==> config.mk <==
export PLATFORM = sky130hd
export DESIGN_NAME = mdu_core
export DESIGN_NICKNAME = d
export VERILOG_FILES = /design/src/rtl/mdu_pkg.sv /design/src/rtl/mdu_seq.sv /design/src/rtl/mdu_mul_eng.sv /design/src/rtl/mdu_div_eng.sv /design/src/rtl/mdu_core.sv
export SDC_FILE = /design/constraint.sdc
export NUM_CORES = 1
export LEC_CHECK = 0
export BUFFER_PORTS_ARGS = -buffer_cell sky130_fd_sc_hd__buf_2
export CAP_MARGIN = 20
export CORE_MARGIN = 2
export CORE_UTILIZATION = 55
export CTS_CLUSTER_SIZE = 16
export DETAILED_ROUTE_END_ITERATION = 12
export PLACE_DENSITY = 0.71
export SYNTH_ARGS = -nofsm -noshare
export SYNTH_HDL_FRONTEND = slang
export SYNTH_SLANG_ARGS = --single-unit
==> constraint.sdc <==
create_clock -name clk -period 5.35 [get_ports clk]
set_input_delay 1.07 -clock clk [delete_from_list [all_inputs] [get_ports clk]]
set_output_delay 1.07 -clock clk [all_outputs]
set_load 0.02 [all_outputs]
==> src/rtl/mdu_pkg.sv <==
package mdu_pkg;

    typedef enum logic [2:0] {
        OP_NONE  = 3'd0,
        OP_MULS  = 3'd1,
        OP_MULU  = 3'd2,
        OP_DIVS  = 3'd3,
        OP_DIVU  = 3'd4,
        OP_SETHI = 3'd5,
        OP_SETLO = 3'd6,
        OP_RSVD  = 3'd7
    } mdu_op_e;

    typedef struct packed {
        logic mul;
        logic div;
        logic sgn;
        logic set_hi;
        logic set_lo;
    } mdu_dec_t;

    typedef enum logic [1:0] {
        SQ_IDLE = 2'd0,
        SQ_RUN  = 2'd1,
        SQ_FIX  = 2'd2
    } mdu_seq_e;

    typedef struct packed {
        logic is_div;
        logic neg_main;
        logic neg_rem;
    } mdu_fix_t;

    function automatic mdu_dec_t mdu_decode(input logic [2:0] op);
        mdu_dec_t d;
        d = '0;
        case (mdu_op_e'(op))
            OP_MULS:  begin d.mul = 1'b1; d.sgn = 1'b1; end
            OP_MULU:  d.mul = 1'b1;
            OP_DIVS:  begin d.div = 1'b1; d.sgn = 1'b1; end
            OP_DIVU:  d.div = 1'b1;
            OP_SETHI: d.set_hi = 1'b1;
            OP_SETLO: d.set_lo = 1'b1;
            default:  d = '0;
        endcase
        return d;
    endfunction

endpackage

==> src/rtl/mdu_seq.sv <==
module mdu_seq
    import mdu_pkg::*;
#(
    parameter int ITER = 32
) (
    input  logic clk,
    input  logic rst,
    input  logic start,
    input  logic abort,
    output logic step,
    output logic fin,
    output logic busy
);
    localparam int CW = (ITER > 1) ? $clog2(ITER) : 1;
    localparam logic [CW-1:0] LAST = CW'(ITER - 1);

    mdu_seq_e        state;
    logic [CW-1:0]   cnt;

    always_ff @(posedge clk) begin
        if (rst) begin
            state <= SQ_IDLE;
            cnt   <= '0;
        end else begin
            case (state)
                SQ_IDLE: begin
                    if (start) begin
                        state <= SQ_RUN;
                        cnt   <= '0;
                    end
                end
                SQ_RUN: begin
                    if (abort) begin
                        state <= SQ_IDLE;
                    end else if (cnt == LAST) begin
                        state <= SQ_FIX;
                    end else begin
                        cnt <= cnt + 1'b1;
                    end
                end
                SQ_FIX:  state <= SQ_IDLE;
                default: state <= SQ_IDLE;
            endcase
        end
    end

    always_comb begin
        step = (state == SQ_RUN) && !abort;
        fin  = (state == SQ_FIX) && !abort;
        busy = (state != SQ_IDLE);
    end

endmodule

==> src/rtl/mdu_mul_eng.sv <==
module mdu_mul_eng #(
    parameter int W = 32
) (
    input  logic           clk,
    input  logic           load,
    input  logic           step,
    input  logic [W-1:0]   a_mag,
    input  logic [W-1:0]   b_mag,
    output logic [2*W-1:0] prod
);
    logic [2*W-1:0] acc;
    logic [W-1:0]   mcand;
    logic [W:0]     psum;

    always_comb begin
        psum = {1'b0, acc[2*W-1:W]} + (acc[0] ? {1'b0, mcand} : '0);
    end

    always_ff @(posedge clk) begin
        if (load) begin
            acc   <= {{W{1'b0}}, a_mag};
            mcand <= b_mag;
        end else if (step) begin
            acc <= {psum, acc[W-1:1]};
        end
    end

    assign prod = acc;

endmodule

==> src/rtl/mdu_div_eng.sv <==
module mdu_div_eng #(
    parameter int W = 32
) (
    input  logic         clk,
    input  logic         load,
    input  logic         step,
    input  logic [W-1:0] dvd_mag,
    input  logic [W-1:0] dvs_mag,
    output logic [W-1:0] quo,
    output logic [W-1:0] rem
);
    logic [W:0]   part;
    logic [W-1:0] quo_q;
    logic [W-1:0] dvs_q;
    logic [W:0]   shifted;
    logic [W:0]   trial;

    always_comb begin
        shifted = {part[W-1:0], quo_q[W-1]};
        trial   = shifted - {1'b0, dvs_q};
    end

    always_ff @(posedge clk) begin
        if (load) begin
            part  <= '0;
            quo_q <= dvd_mag;
            dvs_q <= dvs_mag;
        end else if (step) begin
            if (trial[W]) begin
                part  <= shifted;
                quo_q <= {quo_q[W-2:0], 1'b0};
            end else begin
                part  <= trial;
                quo_q <= {quo_q[W-2:0], 1'b1};
            end
        end
    end

    assign quo = quo_q;
    assign rem = part[W-1:0];

endmodule

==> src/rtl/mdu_core.sv <==
module mdu_core
    import mdu_pkg::*;
#(
    parameter int W = 32
) (
    input  logic         clk,
    input  logic         rst,
    input  logic         cmd_valid,
    input  logic [2:0]   cmd_op,
    input  logic [W-1:0] opa,
    input  logic [W-1:0] opb,
    input  logic         rd_req,
    input  logic         rd_sel,
    output logic         rd_valid,
    output logic [W-1:0] rd_data,
    output logic         busy,
    output logic         dz_flag
);
    localparam int ITER = W;

    function automatic logic [W-1:0] neg_w(input logic [W-1:0] x);
        return (~x) + 1'b1;
    endfunction

    function automatic logic [2*W-1:0] neg_2w(input logic [2*W-1:0] x);
        return (~x) + 1'b1;
    endfunction

    mdu_dec_t       dec;
    logic           arith_acc;
    logic           div_zero;
    logic           start;
    logic           direct;
    logic           abort;
    logic           sa;
    logic           sb;
    logic [W-1:0]   a_mag;
    logic [W-1:0]   b_mag;
    logic           step;
    logic           fin;
    logic [2*W-1:0] prod;
    logic [W-1:0]   quo;
    logic [W-1:0]   rem;
    logic [2*W-1:0] prod_fix;
    logic [W-1:0]   quo_fix;
    logic [W-1:0]   rem_fix;
    mdu_fix_t       fix_q;
    logic [W-1:0]   hi_q;
    logic [W-1:0]   lo_q;

    always_comb begin
        dec       = mdu_decode(cmd_op);
        arith_acc = cmd_valid && !busy && (dec.mul || dec.div);
        div_zero  = dec.div && (opb == '0);
        start     = arith_acc && !div_zero;
        direct    = cmd_valid && (dec.set_hi || dec.set_lo);
        abort     = direct && busy;
        sa        = dec.sgn && opa[W-1];
        sb        = dec.sgn && opb[W-1];
        a_mag     = sa ? neg_w(opa) : opa;
        b_mag     = sb ? neg_w(opb) : opb;
    end

    mdu_seq #(.ITER(ITER)) u_seq (
        .clk   (clk),
        .rst   (rst),
        .start (start),
        .abort (abort),
        .step  (step),
        .fin   (fin),
        .busy  (busy)
    );

    mdu_mul_eng #(.W(W)) u_mul (
        .clk   (clk),
        .load  (start),
        .step  (step),
        .a_mag (a_mag),
        .b_mag (b_mag),
        .prod  (prod)
    );

    mdu_div_eng #(.W(W)) u_div (
        .clk     (clk),
        .load    (start),
        .step    (step),
        .dvd_mag (a_mag),
        .dvs_mag (b_mag),
        .quo     (quo),
        .rem     (rem)
    );

    always_ff @(posedge clk) begin
        if (rst) begin
            fix_q <= '0;
        end else if (start) begin
            fix_q.is_div   <= dec.div;
            fix_q.neg_main <= sa ^ sb;
            fix_q.neg_rem  <= sa;
        end
    end

    always_comb begin
        prod_fix = fix_q.neg_main ? neg_2w(prod) : prod;
        quo_fix  = fix_q.neg_main ? neg_w(quo) : quo;
        rem_fix  = fix_q.neg_rem  ? neg_w(rem) : rem;
    end

    always_ff @(posedge clk) begin
        if (rst) begin
            hi_q    <= '0;
            lo_q    <= '0;
            dz_flag <= 1'b0;
        end else begin
            if (arith_acc) begin
                dz_flag <= div_zero;
            end
            if (fin) begin
                if (fix_q.is_div) begin
                    hi_q <= rem_fix;
                    lo_q <= quo_fix;
                end else begin
                    hi_q <= prod_fix[2*W-1:W];
                    lo_q <= prod_fix[W-1:0];
                end
            end
            if (direct && dec.set_hi) begin
                hi_q <= opa;
            end
            if (direct && dec.set_lo) begin
                lo_q <= opa;
            end
        end
    end

    always_comb begin
        rd_valid = rd_req && !busy;
        rd_data  = rd_sel ? hi_q : lo_q;
    end

endmodule

==> run_results.csv, run 1 <==
group,metric,value,unit
status,outcome,"complete, no violations",
hold_path,hp-start,"u_seq.cnt[4]$_SDFFE_PP0P_",
power_and_ir_drop,p_clk_share,33.5,%
worst_setup_path,reg2reg_to,"hi_q[20]$_SDFFE_PP0P_",
synthesis,syn-mean-instance-area,8.210,µm²
sta,fin_crit,4370,ps
worst_setup_path,setup.worst_path.class,"reg -> reg",
cells_and_area,regArea,0.005670,mm²
sta,clock_skew,18.99,ps
floorplanning,initial_utilization,55.78,%
hold_path,hold_end,"u_seq.cnt[4]$_SDFFE_PP0P_",
sta,final.setup.tns,0,ps
detailed_routing,wirelength,55.09,mm
power_and_ir_drop,ir_drop,0.2455,mV
detailed_routing,initialDrtViolationCount,1695,
power_and_ir_drop,p_switching,0.002058,W
run,drv_cap,0,
placed_design,io_buffer_count,106,
cts,clk_pin_slew,70,ps
synthesis,ys_top_cells_by_area,"edfxtp_1, dfxtp_1, ha_1",
cells_and_area,multiInputGateArea,0.01119,mm²
worst_setup_path,crit_path_top_delay_cell,"or4_2",
synthesis,synth_ff_type,"dfxtp_1",
floorplanning,dieWidth,182.9,µm
global_route,grt_pass1_wl,87.29,mm
synthesis,ys_types,80,
sta,rsz0062_at_grt,"no",
synthesis,synth_compound_area_share,24.10,%
hold_path,hold_depth,2,
cells_and_area,layout_common_cells,"nand2_1, nor2_1, o21ai_0",
global_route,grt_antenna_before_repair,1,
sta,report.final.slew_viol_count,0,
cts,clkSinkCount,235,
cts,cts_hold_buffers,0,
sta,max-slew-margin-rel,39.76,%
worst_setup_path,r2r_slack,980,ps
placed_design,place_hpwl,40.48,mm
power_and_ir_drop,power_density,305.3,mW/mm²
cts,cts_max_path_buffers,3,
worst_setup_path,required,5820,ps
sta,setup_viol,0,
detailed_routing,routed_via_density,6.456,
sta,worst_pin_slew,895.3,ps
synthesis,synth_top_area_share,16.38,%
floorplanning,placeableCoreArea,0.03156,mm²
cells_and_area,syn2layout_area_growth,9.895,%
cells_and_area,drive_above_1_share,11.99,%
worst_setup_path,r2r_start,"u_mul.prod[0]$_DFFE_PP_",
floorplanning,die_area,0.03345,mm²
cts,clock_latency,580,ps
placed_design,placed_area,0.01839,mm²
synthesis,synthMuxAreaShare,4.158,%
global_route,grt_overflow_total,0,
worst_setup_path,crit_path_end_kind,"flop",
floorplanning,die_y,182.9,µm
power_and_ir_drop,power_switching_share,34.84,%
synthesis,synth_seq_area_share,32.19,%
sta,hold_viol_final,0,
detailed_routing,dr_total_vias,16920,
synthesis,synth_fa_ha_area_share,5.274,%
power_and_ir_drop,p_leak,7.635,nW
detailed_routing,firstDrtPassIters,5,
cells_and_area,diodes,0,
synthesis,syn-cell-area,0.01760,mm²
synthesis,synthCells,2144,
global_route,grt_max_degree,70,
synthesis,yosys.area_share.simple,20.60,%
worst_setup_path,arrival,4840,ps
synthesis,synth_top_cell_by_area,"edfxtp_1",
worst_setup_path,start_kind,"flop",
sta,period_share,81.69,%
power_and_ir_drop,combPwrFrac,26.0,%
cts,cts_buffers,29,
hold_path,hp-class,"reg -> reg",
synthesis,synth_top_family_by_area,"compound AO/OA/AOI/OAI gates",
sta,fmax,228.8,MHz
cells_and_area,fillers,2869,
cts,cts_tree,"done",
worst_setup_path,max_stage_delay,740,ps
cells_and_area,final_common_cell,"nand2_1",
floorplanning,boundaryPins,107,
cts,cts_root_buffer,"clkbuf_16",
synthesis,yosys_warnings,0,
synthesis,synth_edf_count,96,
synthesis,ys_seq_elements,235,
detailed_routing,antenna_left,0,
synthesis,synth-xor-area-share,9.205,%
floorplanning,num_rows,65,
global_route,grt_pass1_vias,16050,
placed_design,gp_congestion,0.9381,
cts,htree_num_levels,1,
synthesis,synth.net_count,2289,
detailed_routing,drc,0,
worst_setup_path,cpMostUsedCell,"or3_1",
worst_setup_path,cp_cell_sequence,"inv_1 -> ha_1 -> nand2b_1 -> or4_2 -> or3_1 -> or2_2 -> or3_1 -> o41ai_1 -> xnor2_1 -> a21oi_1 -> a2111oi_0",
power_and_ir_drop,internal-power,0.003848,W
worst_setup_path,worst_r2r_path_depth,11,
worst_setup_path,cp_max_fo,6,
cells_and_area,fin_nets,2340,
cts,cts_resized,0,
synthesis,ys_async_sr_fraction,0,%
cells_and_area,final_area,0.01934,mm²
power_and_ir_drop,p_seq_share,40.5,%
detailed_routing,wl_per_cell,21.02,µm
global_route,track_usage,32.50,%
cts,post-cts-setup-buffers,0,
-- cells by family (layout without fill, tap and decap cells) --
kind of cell	count (synthesis)	after routing
simple gates	757	757
compound gates	650	650
flops	235	235
xor+xnor	185	185
buf+inv	184	258
fa+ha+maj	73	73
mux	60	60
-- flip-flops by register name (all words and copies together) (netlist names) --
signal,count
u_mul.prod,64
lo_q,32
dz_flag,1
u_div.quo,32
hi_q,32
u_div.part,32
u_div.dvs_q,32
u_seq.cnt,5
u_seq.state,2
fix_q,3
-- how the worst max path moves through the flow --
| stage | startpoint | to | slack, ps |
|---|---|---|---|
| after detailed placement | cmd_op[1] | u_mul.prod[24]$_DFFE_PP_ | 1050 |
| final | u_mul.prod[0]$_DFFE_PP_ | hi_q[20]$_SDFFE_PP0P_ | 980 |
| after global placement | cmd_op[1] | u_div.quo[24]$_DFFE_PP_ | 1110 |
| after CTS | u_mul.prod[0]$_DFFE_PP_ | hi_q[20]$_SDFFE_PP0P_ | 1100 |
| after global routing | u_mul.prod[0]$_DFFE_PP_ | u_mul.prod[63]$_SDFFE_PN0P_ | 730 |
| after floorplan | opb[1] | u_div.quo[0]$_DFFE_PP_ | 1090 |
-- per-layer routing --
| layer | routed length (µm) | up-vias | track usage [%] | share of wire (%) |
|---|---|---|---|---|
| met4 | 2380 | 2 | 13.47 | 4.3 |
| li1 | - | 8033 | - | - |
| met1 | 23140 | 7977 | 42.97 | 42 |
| met3 | 3967 | 138 | 3.336 | 7.2 |
| met2 | 25580 | 765 | 54.60 | 46 |
| met5 | 13 | - | 0 | 0.024 |
-- metrics by stage --
step	std cells	hold slack, ps	setup WS (ps)	power (W)	util, %
6_report	2620	495.6	979.8	0.005906	61.30
5_1_grt	2620	526.5	729.1	0.006164	61.30
4_1_cts	2620	495.8	1097	0.005889	61.30
3_5_place_dp	2566	487.0	1052	0.003923	58.28
3_3_place_gp	2566	451.0	1106	0.003889	58.28
2_1_floorplan	2144	458.0	1087	0.003464	-
-- power groups by stage --
| stage | combinational, W | sequential (W) | clock, W |
|---|---|---|---|
| finish | 0.00154 | 0.00239 | 0.00198 |
| global route | 0.00169 | 0.00241 | 0.00206 |
| CTS | 0.00152 | 0.00238 | 0.00199 |
| detailed placement | 0.00151 | 0.00242 | 0 |
| global placement | 0.00148 | 0.00241 | 0 |
| floorplan | 0.00117 | 0.00229 | 0 |
-- cell type report --
type,instances,share of cell area (%)
inverters,67,1.313
flip-flops and latches,235,29.31
repair buffers,137,4.010
clock inverters,19,0.7374
multi-input cells,1725,57.83
clock buffers,35,4.191
well taps,402,2.600
-- Yosys cell counts, types with 45 or more instances --
master    count
a21oi_1     134
clkbuf_1     91
dfxtp_1     139
edfxtp_1     96
ha_1         71
inv_1        65
nand2_1     218
nand3_1      45
nor2_1      207
nor3_1       88
o21a_1       60
o21ai_0     174
xnor2_1      85
xor2_1      100
-- critical path, delay by kind of cell (launching register included) --
family,cells,cell delay [ps]
adders and majority gates,1,250
AOI/OAI and AO/OA,3,1060
buffers and inverters,1,120
DFF,1,440
xor gates and xnor gates,1,200
and+or+nand+nor,5,2200
Note: power is estimated with default switching activity, not from simulation.
==> run 2, diff against run 1 <==
==> constraint.sdc (replaced) <==
create_clock -name clk -period 4.32 [get_ports clk]
set_input_delay 0.864 -clock clk [delete_from_list [all_inputs] [get_ports clk]]
set_output_delay 0.864 -clock clk [all_outputs]
set_load 0.02 [all_outputs]
==> run 2 against run 1 <==
  * Setup slack lost 680 ps
  * Combinational power grew 29%
  * Hold slack lost 37 ps
  * Die area is the same
==> run_results.csv, run 2 (synthesis results as in run 1) <==
group,metric,value,unit
status,outcome,"complete, no violations",
worst_setup_path,worst_r2r_path_depth,10,
cells_and_area,largest_reg_flops,64,
sta,setup_viol,0,
cts,htree_num_levels,1,
global_route,grt_max_degree,98,
global_route,grt_overflow_total,0,
hold_path,hp-start,"dz_flag$_SDFFE_PP0P_",
cts,cts_tree,"done",
worst_setup_path,r2r_start,"u_mul.prod[27]$_DFFE_PP_",
placed_design,placedCellCount,2582,
sta,worst_pin_slew,1028,ps
power_and_ir_drop,power_density,380.5,mW/mm²
sta,period_share,93.13,%
placed_design,gp_congestion,0.9583,
cts,clkSinkCount,235,
global_route,grt_pass1_vias,16250,
floorplanning,placeableCoreArea,0.03156,mm²
detailed_routing,dr_total_vias,17100,
cells_and_area,layout_common_cells,"nand2_1, nor2_1, o21ai_0",
global_route,track_usage,33.04,%
cts,clk_pin_slew,60,ps
hold_path,hold_depth,2,
cells_and_area,diodes,0,
worst_setup_path,cp_max_fo,7,
detailed_routing,wirelength,55.74,mm
worst_setup_path,required,4750,ps
power_and_ir_drop,p_leak,7.725,nW
floorplanning,num_rows,65,
sta,final.setup.tns,0,ps
detailed_routing,wl_per_cell,21.13,µm
detailed_routing,routed_via_density,6.483,
worst_setup_path,reg2reg_to,"hi_q[27]$_SDFFE_PP0P_",
sta,rsz0062_at_grt,"no",
cells_and_area,fillers,2856,
sta,hold_viol_final,0,
cts,cts_max_path_buffers,3,
sta,clock_skew,11.94,ps
worst_setup_path,arrival,4450,ps
cts,post-cts-setup-buffers,0,
run,drv_cap,0,
worst_setup_path,r2r_slack,300,ps
cts,cts_root_buffer,"clkbuf_16",
cells_and_area,fin_nets,2357,
floorplanning,dieWidth,182.9,µm
global_route,grt_pass1_wl,88.59,mm
detailed_routing,initialDrtViolationCount,1582,
sta,report.final.slew_viol_count,0,
sta,fin_crit,4023,ps
hold_path,hold_end,"dz_flag$_SDFFE_PP0P_",
worst_setup_path,crit_path_end_kind,"flop",
cts,clock_latency,570,ps
detailed_routing,antenna_left,0,
cells_and_area,syn2layout_area_growth,10.89,%
cells_and_area,final_cells,2638,
placed_design,pre_cts_slack,301.5,ps
placed_design,place_hpwl,40.62,mm
worst_setup_path,start_kind,"flop",
floorplanning,die_area,0.03345,mm²
cts,cts_buffers,30,
placed_design,io_buffer_count,106,
floorplanning,die_y,182.9,µm
global_route,grt_antenna_before_repair,0,
floorplanning,boundaryPins,107,
worst_setup_path,setup.worst_path.class,"reg -> reg",
sta,max-slew-margin-rel,30.57,%
cells_and_area,drive_above_1_share,12.52,%
sta,worst_slack,296.6,ps
floorplanning,initial_utilization,55.78,%
power_and_ir_drop,ir_drop,0.3142,mV
hold_path,hp-class,"reg -> reg",
cells_and_area,final_common_cell,"nand2_1",
detailed_routing,drc,0,
sta,fmax,248.5,MHz
detailed_routing,firstDrtPassIters,6,
## run 2: cell count changes in the layout (fill, tap and decap cells not counted), sizes merged
cell / before / now
buf: 137 / 153
clkbuf: 35 / 41
inv: 73 / 67
bufinv: 1 / 2
clkinv: 11 / 12
## run 2: what timing repair did
action,4_1_cts,5_1_grt
resized for setup,0,1
hold buffers,0,0
setup endpoints to repair,0,1
hold endpoints to repair,0,0
## run 2: worst max-delay path by stage
stage / from / endpoint / slack (ps) / cells past startpoint
2_1_floorplan: opb[1] / u_div.quo[0]$_DFFE_PP_ / 260 / 12
3_3_place_gp: u_mul.prod[0]$_DFFE_PP_ / u_mul.prod[63]$_SDFFE_PN0P_ / 340 / 14
3_5_place_dp: u_mul.prod[0]$_DFFE_PP_ / u_mul.prod[63]$_SDFFE_PN0P_ / 300 / 14
4_1_cts: u_mul.prod[0]$_DFFE_PP_ / u_mul.prod[63]$_SDFFE_PN0P_ / 270 / 14
5_1_grt: u_mul.prod[0]$_DFFE_PP_ / hi_q[20]$_SDFFE_PP0P_ / 40 / 11
6_report: u_mul.prod[27]$_DFFE_PP_ / hi_q[27]$_SDFFE_PP0P_ / 300 / 10
## run 2: where the power goes
group	total [W]	switching (W)	internal (W)
sequential	0.00294	0.000354	0.00259
combinational	0.00198	0.00118	0.000799
clock	0.00250	0.00101	0.00149
total	0.00743	0.00255	0.00488
## run 2: layout make-up
type / instances / area (µm²) / share of cell area [%]
Inverter: 67 / 254.0 / 1.301
Multi-Input combinational cell: 1725 / 11190 / 57.31
Clock buffer: 41 / 853.3 / 4.372
Tap cell: 402 / 503.0 / 2.577
Clock inverter: 15 / 126.4 / 0.6474
Timing Repair Buffer: 153 / 924.6 / 4.737
Sequential cell: 235 / 5670 / 29.05
## run 2: worst max-delay path, stage by stage, from the launching register on
cell,delay [ps]
edfxtp_1,500
nor3_1,370
nand4b_1,310
or4_2,730
or4_4,540
or4_4,490
o41ai_2,320
xor2_1,170
o21ai_1,70
a222oi_1,300
nor2_1,70
## run 2: stage by stage
stage / hold slack (ps) / instance area, µm² / util, % / power (W)
floorplan: 458.0 / 17600 / - / 0.004290
global placement: 445.9 / 18540 / 58.74 / 0.004858
detailed placement: 453.2 / 18540 / 58.74 / 0.004906
CTS: 465.5 / 19520 / 61.84 / 0.007395
global route: 484.3 / 19520 / 61.86 / 0.007767
finish: 459.0 / 19520 / 61.86 / 0.007427
## run 2: routing by layer
| metal | vias up | wire length [µm] | track usage, % |
|---|---|---|---|
| met5 | - | 0 | 0 |
| met4 | 0 | 2750 | 15.71 |
| met3 | 174 | 4357 | 4.249 |
| met2 | 783 | 25750 | 54.59 |
| met1 | 8076 | 22880 | 43.11 |
| li1 | 8068 | - | - |
==> run 3, diff against run 2 <==
--- a/config.mk
+++ b/config.mk
@@ -11,7 +11,7 @@
 export CORE_UTILIZATION = 55
 export CTS_CLUSTER_SIZE = 16
 export DETAILED_ROUTE_END_ITERATION = 12
-export PLACE_DENSITY = 0.71
+export PLACE_DENSITY = 0.73
 export SYNTH_ARGS = -nofsm -noshare
 export SYNTH_HDL_FRONTEND = slang
 export SYNTH_SLANG_ARGS = --single-unit
==> constraint.sdc (replaced) <==
create_clock -name clk -period 4.32 [get_ports clk]
set_input_delay 0.216 -clock clk [delete_from_list [all_inputs] [get_ports clk]]
set_output_delay 0.216 -clock clk [all_outputs]
set_load 0.02 [all_outputs]
==> run 3 against run 2 <==
  * Combinational power barely moved
  * Critical path depth rose by 5
  * Largest cell class unchanged
  * Fmax barely moved
  * Register-to-register slack barely moved
  * Sequential share of layout area fell by 0.80 points
  * Clock power rose by 8.8%
  * Hold slack got worse by 450 ps
  * Setup slack got worse by 2.7 ps
  * Core utilization rose by 1.8 points
  * Largest power group unchanged
==> run_results.csv, run 3 (synthesis results as in run 1) <==
group,metric,value,unit
placed_design,gp_congestion,0.9472,
worst_setup_path,cp_max_fo,26,
detailed_routing,drc,0,
cts,cts_buffers,30,
hold_path,hp-class,"in -> reg",
cts,cts_max_path_buffers,3,
worst_setup_path,crit_start,"u_mul.prod[0]$_DFFE_PP_",
sta,report.final.slew_viol_count,0,
sta,period_share,93.20,%
cells_and_area,layout_common_cells,"nand2_1, nor2_1, o21ai_0",
cells_and_area,fin_nets,2402,
placed_design,io_buffer_count,106,
global_route,grt_antenna_before_repair,0,
floorplanning,boundaryPins,107,
cells_and_area,fillers,2681,
sta,max-slew-margin-rel,30.46,%
global_route,grt_overflow_total,0,
power_and_ir_drop,power_density,381.6,mW/mm²
run,drv_cap,0,
detailed_routing,dr_total_vias,17360,
global_route,track_usage,33.16,%
detailed_routing,routed_via_density,6.469,
cells_and_area,final_common_cell,"nand2_1",
worst_setup_path,setup.worst_path.class,"reg -> reg",
sta,worst_pin_slew,1030,ps
detailed_routing,wirelength,56.41,mm
worst_setup_path,reg2reg_to,"u_mul.prod[63]$_SDFFE_PN0P_",
global_route,grt_pass1_vias,16780,
worst_setup_path,r2r_slack,290,ps
cts,clkSinkCount,235,
sta,clock_skew,25.28,ps
sta,setup_viol,0,
cts,clk_pin_slew,60,ps
cells_and_area,drive_above_1_share,12.14,%
floorplanning,initial_utilization,55.78,%
detailed_routing,antenna_left,0,
detailed_routing,firstDrtPassIters,6,
status,outcome,"complete, no violations",
detailed_routing,wl_per_cell,21.02,µm
floorplanning,dieWidth,182.9,µm
placed_design,place_hpwl,40.31,mm
worst_setup_path,worst_r2r_path_depth,15,
detailed_routing,initialDrtViolationCount,1667,
worst_setup_path,arrival,4450,ps
floorplanning,die_y,182.9,µm
cts,htree_num_levels,1,
sta,fmax,248.4,MHz
worst_setup_path,crit_path_end_kind,"flop",
sta,fin_crit,4026,ps
worst_setup_path,start_kind,"flop",
floorplanning,die_area,0.03345,mm²
cells_and_area,final_cells,2683,
cts,clock_latency,570,ps
power_and_ir_drop,p_leak,7.952,nW
cells_and_area,multiInputGateArea,0.01119,mm²
cts,cts_root_buffer,"clkbuf_16",
worst_setup_path,required,4740,ps
placed_design,placedCellCount,2579,
sta,hold_viol_final,0,
cells_and_area,syn2layout_area_growth,14.04,%
cells_and_area,regArea,0.005670,mm²
cts,post-cts-setup-buffers,0,
floorplanning,num_rows,65,
cts,cts_tree,"done",
cells_and_area,diodes,0,
power_and_ir_drop,ir_drop,0.3104,mV
cells_and_area,largest_reg_flops,64,
sta,final.setup.tns,0,ps
worst_setup_path,r2r_start,"u_mul.prod[0]$_DFFE_PP_",
global_route,grt_max_degree,73,
worst_setup_path,critPathCapture,"u_mul.prod[63]$_SDFFE_PN0P_",
cells_and_area,final_util,63.61,%
floorplanning,placeableCoreArea,0.03156,mm²
global_route,grt_pass1_wl,89.14,mm
## run 3: cell types whose count changed in the layout (fill, tap and decap cells not counted), moves of 2 or more
cell           change
clkbuf_1           +2
clkinv_1           -2
dlygate4sd3_1     +48
buf_4              -2
clkbuf_16          +3
bufinv_16          +2
clkinv_2           -3
## run 3: metrics by stage
| stage | area, µm² | total power [W] | hold WS, ps | setup WS (ps) |
|---|---|---|---|---|
| finish | 20070 | 0.007660 | 9.240 | 293.9 |
| global route | 20070 | 0.007985 | 26.12 | -23.47 |
| floorplan | 17600 | 0.004290 | 314.9 | 520.9 |
| global placement | 18510 | 0.004841 | 460.8 | 397.2 |
| CTS | 20070 | 0.007625 | 1.392 | 336.0 |
| detailed placement | 18510 | 0.004887 | 463.9 | 350.9 |
## run 3: per-layer routing
metal,vias to the layer above,share of wire [%],global-route usage (%)
li1,8154,-,-
met1,8132,41,42.75
met2,865,46,54.33
met3,206,8.0,4.726
met4,0,5.2,17.28
met5,-,0,0
## run 3: final cells by class
| type | count | area share, % |
|---|---|---|
| Clock inverter | 11 | 0.7792 |
| Sequential cell | 235 | 28.25 |
| Clock buffer | 45 | 4.594 |
| Multi-Input combinational cell | 1725 | 55.74 |
| Inverter | 67 | 1.265 |
| Tap cell | 402 | 2.506 |
| Timing Repair Buffer | 198 | 6.869 |
## run 3: repair_timing
action / CTS / global route
hold buffers: 48 / 0
gates resized for setup: 0 / 1
endpoints found under the setup margin: 0 / 1
hold endpoints to repair: 52 / 0
## run 3: worst max-delay path, stage by stage (launching register included)
cell	delay, ps
edfxtp_1	420
inv_1	220
buf_4	330
nor2_1	90
ha_1	340
o21a_1	150
or2_2	290
a31o_2	270
a41oi_1	310
o21ai_0	200
a211oi_1	250
buf_4	160
o21a_1	210
o21ai_0	140
a2111oi_1	430
nor4_1	80
## run 3: worst min path at each step
stage	from	end	slack, ps	cells past startpoint
after floorplan	opb[0]	u_div.dvs_q[0]$_DFFE_PN_	310	0
after global placement	dz_flag$_SDFFE_PP0P_	dz_flag$_SDFFE_PP0P_	460	2
after detailed placement	dz_flag$_SDFFE_PP0P_	dz_flag$_SDFFE_PP0P_	460	2
after CTS	opa[21]	lo_q[21]$_SDFFE_PP0P_	1	3
after global routing	opa[26]	lo_q[26]$_SDFFE_PP0P_	30	3
final	opa[21]	lo_q[21]$_SDFFE_PP0P_	9	3
## run 3: report_power, final
part | total [W] | internal, W | switching (W)
combinational | 0.00201 | 0.000819 | 0.00119
clock | 0.00272 | 0.00170 | 0.00101
sequential | 0.00293 | 0.00259 | 0.000346
